### src/rtl/wpb_pkg.sv
package wpb_pkg;
  localparam int unsigned DATA_W = 16;
  localparam int unsigned LANE_W = 8;
  localparam int unsigned LANES  = DATA_W / LANE_W;

  // Spread one enable per byte lane over its data bits.
  function automatic logic [DATA_W-1:0] lane_expand(input logic [LANES-1:0] lanes);
    logic [DATA_W-1:0] r;
    for (int i = 0; i < DATA_W; i++) r[i] = lanes[i / LANE_W];
    return r;
  endfunction

  // Mask chosen at a row-strobe fall.
  function automatic logic [DATA_W-1:0] pick_mask(input logic masked, input logic sticky,
                                                  input logic [DATA_W-1:0] stored,
                                                  input logic [DATA_W-1:0] bus);
    if (!masked) return {DATA_W{1'b1}};
    return sticky ? stored : bus;
  endfunction
endpackage

### src/rtl/wpb_persist_store.sv
module wpb_persist_store #(
  parameter int unsigned W = 16
) (
  input  logic         clk,
  input  logic         rst_n,
  input  logic         load_i,
  input  logic         clear_i,
  input  logic [W-1:0] data_i,
  output logic         persist_o,
  output logic [W-1:0] store_o
);
  // Clear has priority over load.
  logic do_load;
  assign do_load = load_i & ~clear_i;

  always_ff @(posedge clk) begin
    if (!rst_n) begin
      persist_o <= 1'b0;
      store_o   <= {W{1'b1}};
    end else begin
      if (clear_i)      persist_o <= 1'b0;
      else if (load_i)  persist_o <= 1'b1;
      if (do_load)      store_o   <= data_i;
    end
  end

  assert_clear_R7: assert property (@(posedge clk) disable iff (!rst_n)
    clear_i |=> !persist_o);
  assert_load_R5: assert property (@(posedge clk) disable iff (!rst_n)
    (load_i && !clear_i) |=> (persist_o && store_o == $past(data_i)));
  assert_store_hold_R8: assert property (@(posedge clk) disable iff (!rst_n)
    (!load_i || clear_i) |=> $stable(store_o));
endmodule

### src/rtl/wpb_cycle_mask.sv
module wpb_cycle_mask #(
  parameter int unsigned W = 16
) (
  input  logic         clk,
  input  logic         rst_n,
  input  logic         ras_fall_i,
  input  logic         we_low_i,
  input  logic         ras_rise_i,
  input  logic         persist_i,
  input  logic [W-1:0] store_i,
  input  logic [W-1:0] dq_i,
  output logic [W-1:0] mask_o,
  output logic         masked_o
);
  localparam logic [W-1:0] ONES = {W{1'b1}};

  always_ff @(posedge clk) begin
    if (!rst_n) begin
      mask_o   <= ONES;
      masked_o <= 1'b0;
    end else if (ras_fall_i) begin
      mask_o   <= wpb_pkg::pick_mask(we_low_i, persist_i, store_i, dq_i);
      masked_o <= we_low_i;
    end else if (ras_rise_i) begin
      mask_o   <= ONES;
      masked_o <= 1'b0;
    end
  end

  assert_unmasked_R2: assert property (@(posedge clk) disable iff (!rst_n)
    (ras_fall_i && !we_low_i) |=> (mask_o == ONES && !masked_o));
  assert_new_src_R3: assert property (@(posedge clk) disable iff (!rst_n)
    (ras_fall_i && we_low_i && !persist_i) |=> (mask_o == $past(dq_i) && masked_o));
  assert_sticky_src_R6: assert property (@(posedge clk) disable iff (!rst_n)
    (ras_fall_i && we_low_i && persist_i) |=> (mask_o == $past(store_i) && masked_o));
  assert_hold_R4: assert property (@(posedge clk) disable iff (!rst_n)
    (!ras_fall_i && !ras_rise_i) |=> ($stable(mask_o) && $stable(masked_o)));
  assert_rise_R10: assert property (@(posedge clk) disable iff (!rst_n)
    (ras_rise_i && !ras_fall_i) |=> (mask_o == ONES && !masked_o));
endmodule

### src/rtl/wpb_lane_gate.sv
module wpb_lane_gate #(
  parameter int unsigned W  = 16,
  parameter int unsigned LW = 8,
  localparam int unsigned NL = W / LW
) (
  input  logic [W-1:0]  mask_i,
  input  logic [NL-1:0] lane_i,
  output logic [W-1:0]  wr_en_o
);
  for (genvar g = 0; g < NL; g++) begin : g_lane
    assign wr_en_o[g*LW +: LW] = mask_i[g*LW +: LW] & {LW{lane_i[g]}};
  end
endmodule

### src/rtl/wpb_mask_unit.sv
module wpb_mask_unit #(
  parameter int unsigned DATA_W = wpb_pkg::DATA_W,
  parameter int unsigned LANE_W = wpb_pkg::LANE_W,
  localparam int unsigned LANES = DATA_W / LANE_W
) (
  input  logic              clk,
  input  logic              rst_n,
  input  logic              ras_fall_i,
  input  logic              we_low_i,
  input  logic              ras_rise_i,
  input  logic              load_mask_i,
  input  logic              mask_reset_i,
  input  logic [DATA_W-1:0] dq_i,
  input  logic [LANES-1:0]  lane_en_i,
  output logic [DATA_W-1:0] wr_en_o,
  output logic              persist_mode_o,
  output logic              masked_cycle_o
);
  // Named internal wires so the assertions can see them.
  logic [DATA_W-1:0] stored_mask;
  logic [DATA_W-1:0] cycle_mask;
  logic              sticky;

  wpb_persist_store #(.W(DATA_W)) u_store (
    .clk(clk), .rst_n(rst_n),
    .load_i(load_mask_i), .clear_i(mask_reset_i), .data_i(dq_i),
    .persist_o(sticky), .store_o(stored_mask)
  );

  wpb_cycle_mask #(.W(DATA_W)) u_cycle (
    .clk(clk), .rst_n(rst_n),
    .ras_fall_i(ras_fall_i), .we_low_i(we_low_i), .ras_rise_i(ras_rise_i),
    .persist_i(sticky), .store_i(stored_mask), .dq_i(dq_i),
    .mask_o(cycle_mask), .masked_o(masked_cycle_o)
  );

  wpb_lane_gate #(.W(DATA_W), .LW(LANE_W)) u_gate (
    .mask_i(cycle_mask), .lane_i(lane_en_i), .wr_en_o(wr_en_o)
  );

  assign persist_mode_o = sticky;

  assert_gate_mask_R9: assert property (@(posedge clk) disable iff (!rst_n)
    (wr_en_o & ~cycle_mask) == '0);
  assert_gate_lane_R9: assert property (@(posedge clk) disable iff (!rst_n)
    (wr_en_o & ~wpb_pkg::lane_expand(lane_en_i)) == '0);
  assert_reset_state_R1: assert property (@(posedge clk)
    !rst_n |=> (!persist_mode_o && !masked_cycle_o && cycle_mask == '1));
  assert_clear_wins_R11: assert property (@(posedge clk) disable iff (!rst_n)
    (load_mask_i && mask_reset_i) |=> !persist_mode_o);
endmodule

### config.mk
export PLATFORM = sky130hd
export DESIGN_NAME = wpb_mask_unit
export DESIGN_NICKNAME = d
export VERILOG_FILES = /design/src/rtl/wpb_pkg.sv /design/src/rtl/wpb_persist_store.sv /design/src/rtl/wpb_cycle_mask.sv /design/src/rtl/wpb_lane_gate.sv /design/src/rtl/wpb_mask_unit.sv
export SDC_FILE = /design/constraint.sdc
export NUM_CORES = 1
export LEC_CHECK = 0
export ABC_AREA = 1
export BUFFER_PORTS_ARGS = -buffer_cell sky130_fd_sc_hd__buf_4
export CAP_MARGIN = 20
export CORE_ASPECT_RATIO = 0.75
export CORE_MARGIN = 10
export CORE_UTILIZATION = 40
export CTS_CLUSTER_DIAMETER = 30
export DETAILED_ROUTE_END_ITERATION = 10
export GPL_TIMING_DRIVEN = 0
export HOLD_SLACK_MARGIN = 0.12
export PLACE_DENSITY_LB_ADDON = 0.1
export SLEW_MARGIN = 0
export SYNTH_ARGS = -nofsm -noshare
export SYNTH_HDL_FRONTEND = slang
export SYNTH_SLANG_ARGS = --single-unit
### constraint.sdc
create_clock -name clk -period 1 [get_ports clk]
set_clock_uncertainty 0.05 [all_clocks]
set_input_delay 0.1 -clock clk [delete_from_list [all_inputs] [get_ports clk]]
set_output_delay 0.1 -clock clk [all_outputs]
set_load 0.005 [all_outputs]
Yosys cells after proc, flatten, opt, wreduce, memory -nomap -nowiden. Index checks and enable logic that the tools add are counted.

Input bits: 25. Output and inout port bits: 18. Bits in latches: 0. Bits in read-only memories: 0. Memories kept: 0. Word-level logic and storage cells: 21. Flip-flop bits (word level): 34. Bits in writable memories: 0.

Shift operators: 0. Multiply operators: 0. Add/sub/neg operators: 0. Reductions and logical operators: 2. Equality and inequality tests: 0. Muxes and demuxes: 10. Order comparisons: 0. Bitwise operators: 5. Divide/modulo/power cells: 0.

Operator list (number): $mux W16 (5); $and A8 B8 Y8 (2); $mux W1 (5); $not A1 Y1 (2); $reduce_bool A2 Y1 (1); $reduce_or A2 Y1 (1); $and A1 B1 Y1 (1).

Longest topological paths before layout.
Depth after elaboration: 5. Depth in mapped cells: 7. Gate-level depth less buffers: 5.

Cells and area by module. From an unflattened synthesis, not the netlist that was laid out.

Cells, all modules: 251. Area total of the unflattened synthesis: 1781.7 um2.

Modules (own cells, without submodules): wpb_cycle_mask (seq. area each 340.3 um2, instances 1, area an instance 938.4 um2, cells an instance 142); wpb_persist_store (seq. area each 340.3 um2, instances 1, area an instance 713.2 um2, cells an instance 75); wpb_lane_gate (seq. area each 0.0 um2, instances 1, area an instance 130.1 um2, cells an instance 34).

Worst setup path after synthesis. Ideal clock, no wire load.

Path type: register -> register. From: register u_store.persist_o. To: register u_cycle.mask_o[5]. Stages on the path, launching flop included: 8. Path buffers: 2. Data required time: 824 ps. Clock period less this slack: 1023 ps. Slack: -23 ps. Arrival: 847 ps. Setup time: 126 ps. Path through: dfxtp_1 buf_6 inv_2 buf_6 nand2_1 nand3_1 nand2_1 nand2_1.

Word-level cells in the longest chain between the ends: 3.

RTL lines: from (decl) (RTL line wpb_persist_store.sv:9) `output logic persist_o,`; from (signal assigned) (RTL line wpb_persist_store.sv:18) `persist_o <= 1'b0;`; from (signal assigned) (RTL line wpb_persist_store.sv:21) `if (clear_i) persist_o <= 1'b0;`; from (signal assigned) (RTL line wpb_persist_store.sv:22) `else if (load_i) persist_o <= 1'b1;`; $mux W16 (2 in series) (RTL line wpb_pkg.sv:18) `return sticky ? stored : bus;`; $mux W16 (RTL line wpb_cycle_mask.sv:21) `end else if (ras_fall_i) begin`; to (signal assigned) (RTL line wpb_cycle_mask.sv:22) `mask_o <= wpb_pkg::pick_mask(we_low_i, persist_i, store_i, dq_i);`; to (decl) (RTL line wpb_cycle_mask.sv:12) `output logic [W-1:0] mask_o,`.

No other way between the ends. A chain may end at the register's enable or synchronous reset.

Worst setup path in the final report.
From: register u_store.persist_o. To: register u_cycle.mask_o[6].

Same word-level chain as after synthesis.

==> results.sh <==
export IMPL_wl_per_cell_um=11.7
export IMPL_power_internal_mw=2.29
export IMPL_syn_area_sq_um=1600
export IMPL_drc=0
export IMPL_fin_util=0.640
export IMPL_antenna_found_initial=0
export IMPL_cp_common_cell="nand2_1"
export IMPL_fin_nets=343
export IMPL_power_mw=3.09
export IMPL_period_minus_slack_ns=1.08
export IMPL_cp_required_ns=1.11
export IMPL_tns_ns=-0.467
export IMPL_drt_iter0_markers=77
export IMPL_synth_net_count=276
export IMPL_grt_usage=0.128
export IMPL_slowest_stage="dfxtp_2"
export IMPL_synth_top_area_share=0.424
export IMPL_slew_viol_final=0
export IMPL_diodes=0
export IMPL_grt_max_degree=11
export IMPL_holdWs_ns=-0.0466
export IMPL_pwr_density_cell_nw_per_um2=1290
export IMPL_viasPerCell=4.29
export IMPL_synthTopCellsByArea="dfxtp_1, nand2_1, nand3_1"
export IMPL_worstMarginPinSlew_ns=0.446
export IMPL_ant_nets=0
export IMPL_vias=1593
export IMPL_die_w_um=93.1
export IMPL_peakVddDrop_uv=887
export IMPL_htreeDepth=2
export IMPL_numPortBuffers=39
export IMPL_cts_max_path_buffers=2
export IMPL_numCtsBuffers=5
export IMPL_yosysWarnings=0
export IMPL_die_h_um=74.8
export IMPL_slew_headroom=0.703
export IMPL_fin_area_sq_um=2400
export IMPL_clock_fmax_mhz=927
export IMPL_p_leak_nw=1.35
export IMPL_crit_path_max_fanout=8
export IMPL_cts_tree="yes"
export IMPL_core_area_sq_um=3760
export IMPL_clockRootBuffer="clkbuf_8"
export IMPL_status="finished with violations"
export IMPL_rsz0062_at_grt="yes"
export IMPL_synthArstFlopShare=0
export IMPL_finalSetupViolCount=14
export IMPL_violations="hold timing, setup timing"
export IMPL_syn_to_final_growth_pct=49.9
export IMPL_insertion_delay_ns=0.28
export IMPL_totalWireLength_um=4350
export IMPL_synth_area_leader_cell="dfxtp_1"
export IMPL_pre_cts_ws_ns=-0.138
export IMPL_cts_sinks=34
export IMPL_cp_slowest_stage_delay_ns=0.33
export IMPL_fin_crit_sh=1.08
export IMPL_start_kind="flop"
export IMPL_yosysMostFrequentCell="nand2_1"
export IMPL_p_sw_frac=0.259
export IMPL_endpoint_kind="flop"
export IMPL_syn_area_per_cell_sq_um=6.39
export IMPL_max_cap_violations=0
export IMPL_placed_cell_area_sq_um=1960
export IMPL_ys_flop_type="dfxtp_1"
export IMPL_synth_commonest_cells="nand2_1, dfxtp_1, inv_1"
export IMPL_seqPwrFrac=0.474
export IMPL_clk_pin_slew_ns=0.07
export IMPL_clock_power_share=0.331
export IMPL_yosysUniqueCellTypes=15
export IMPL_syn_instance_count=251
export IMPL_gp_congestion=0.787
export IMPL_num_rows=19
export IMPL_cp_arrival_ns=1.19
export IMPL_path_cells="buf_6 -> inv_8 -> buf_8 -> nand2_2 -> nand3_2 -> nand2_1 -> nand2_1"
export IMPL_synth_seq_cells=34
export IMPL_synth_seq_area_share=0.424
export IMPL_layout_drive_gt1_share=0.339
export IMPL_grt_pass1_vias=1544
export IMPL_power_switching_mw=0.802
export IMPL_min_path_type="in -> reg"
export IMPL_hold_viol=1
export IMPL_p_comb_frac=0.195
export IMPL_num_io_pins=43
export IMPL_r2r_slack_ns=-0.08
export IMPL_synth_edf_count=0
export IMPL_path_class="reg -> reg"
export IMPL_initial_core_util=0.427
export IMPL_dr_pass1_iters=4
export IMPL_grt_pass1_wl_um=7220
export IMPL_ctsHoldBuffers=17
export IMPL_timing_final_ws_setup_ns=-0.0789
export IMPL_grt_remaining_overflow=0
export IMPL_place_hpwl_um=3070
export IMPL_die_area_sq_um=6970
-- per-layer routing --
metal	track usage	routed length, um
met5	0	0
met2	0.194	1900
met3	0.0467	305
met1	0.172	2120
met4	0.0239	23
-- cell type report --
type                       count  area [sq um]
clock buffer                   7          86.3
tap                           52          65.1
buffer                        13           104
multi-input combinational    167           772
sequential                    34           699
fill                         381          1350
timing repair buffer          60           523
clock inverter                 1          5.00
inverter                      37           150
-- final timing paths --
check                       from                  end  depth (start not counted)
max            u_store.persist_o    u_cycle.mask_o[6]                          7
min                 mask_reset_i    u_store.persist_o                          2
max reg2reg    u_store.persist_o    u_cycle.mask_o[6]                          7
min reg2reg  u_store.store_o[13]  u_store.store_o[13]                          2
-- worst max-delay path, delay by kind of cell, from the launching register on --
kind          cells  cell delay (ns)
flops             1             0.33
simple gates      4             0.26
buf+inv           3             0.30
-- state kept, by name (all words and copies together) (netlist names) --
signal / cells
u_store.persist_o: 1
u_cycle.masked_o: 1
u_store.store_o: 16
u_cycle.mask_o: 16
-- power by group through the flow --
stage / Combinational, mW / Clock, mW / Sequential [mW]
2_1_floorplan: 0.268 / 0 / 1.48
3_3_place_gp: 0.474 / 0 / 1.49
3_5_place_dp: 0.479 / 0 / 1.49
4_1_cts: 0.559 / 1.04 / 1.46
5_1_grt: 0.680 / 1.10 / 1.47
6_report: 0.602 / 1.03 / 1.47
-- stage by stage --
stage          instances  hold slack, ns
2_1_floorplan        251           0.121
3_3_place_gp         342           0.241
3_5_place_dp         342           0.244
4_1_cts              370         -0.0527
5_1_grt              371         -0.0540
6_report             371         -0.0466
-- cells in the final DEF (no fill, tap or decap), types with 6 or more instances in the layout --
| master | count |
|---|---|
| inv_1 | 28 |
| nand3_1 | 25 |
| buf_6 | 13 |
| dfxtp_2 | 15 |
| buf_4 | 36 |
| dfxtp_1 | 19 |
| nand3_2 | 6 |
| inv_2 | 6 |
| nand2_2 | 15 |
| dlygate4sd3_1 | 17 |
| clkbuf_8 | 6 |
| nand2_1 | 114 |
-- kinds of logic after synthesis --
logic type | synth area share
buffers and inverters | 0.149
AOI/OAI and AO/OA | 0.00312
and+or+nand+nor | 0.424
DFF | 0.424
-- what timing repair did --
| item | in CTS | in global routing |
|---|---|---|
| cloned | 1 | 0 |
| gates resized for setup | 14 | 45 |
| endpoints found under the hold margin | 34 | 10 |
| pin swaps | 9 | 3 |
| setup endpoints to repair | 12 | 32 |
| setup buffers | 2 | 1 |
(Power assumes the default switching activity.)
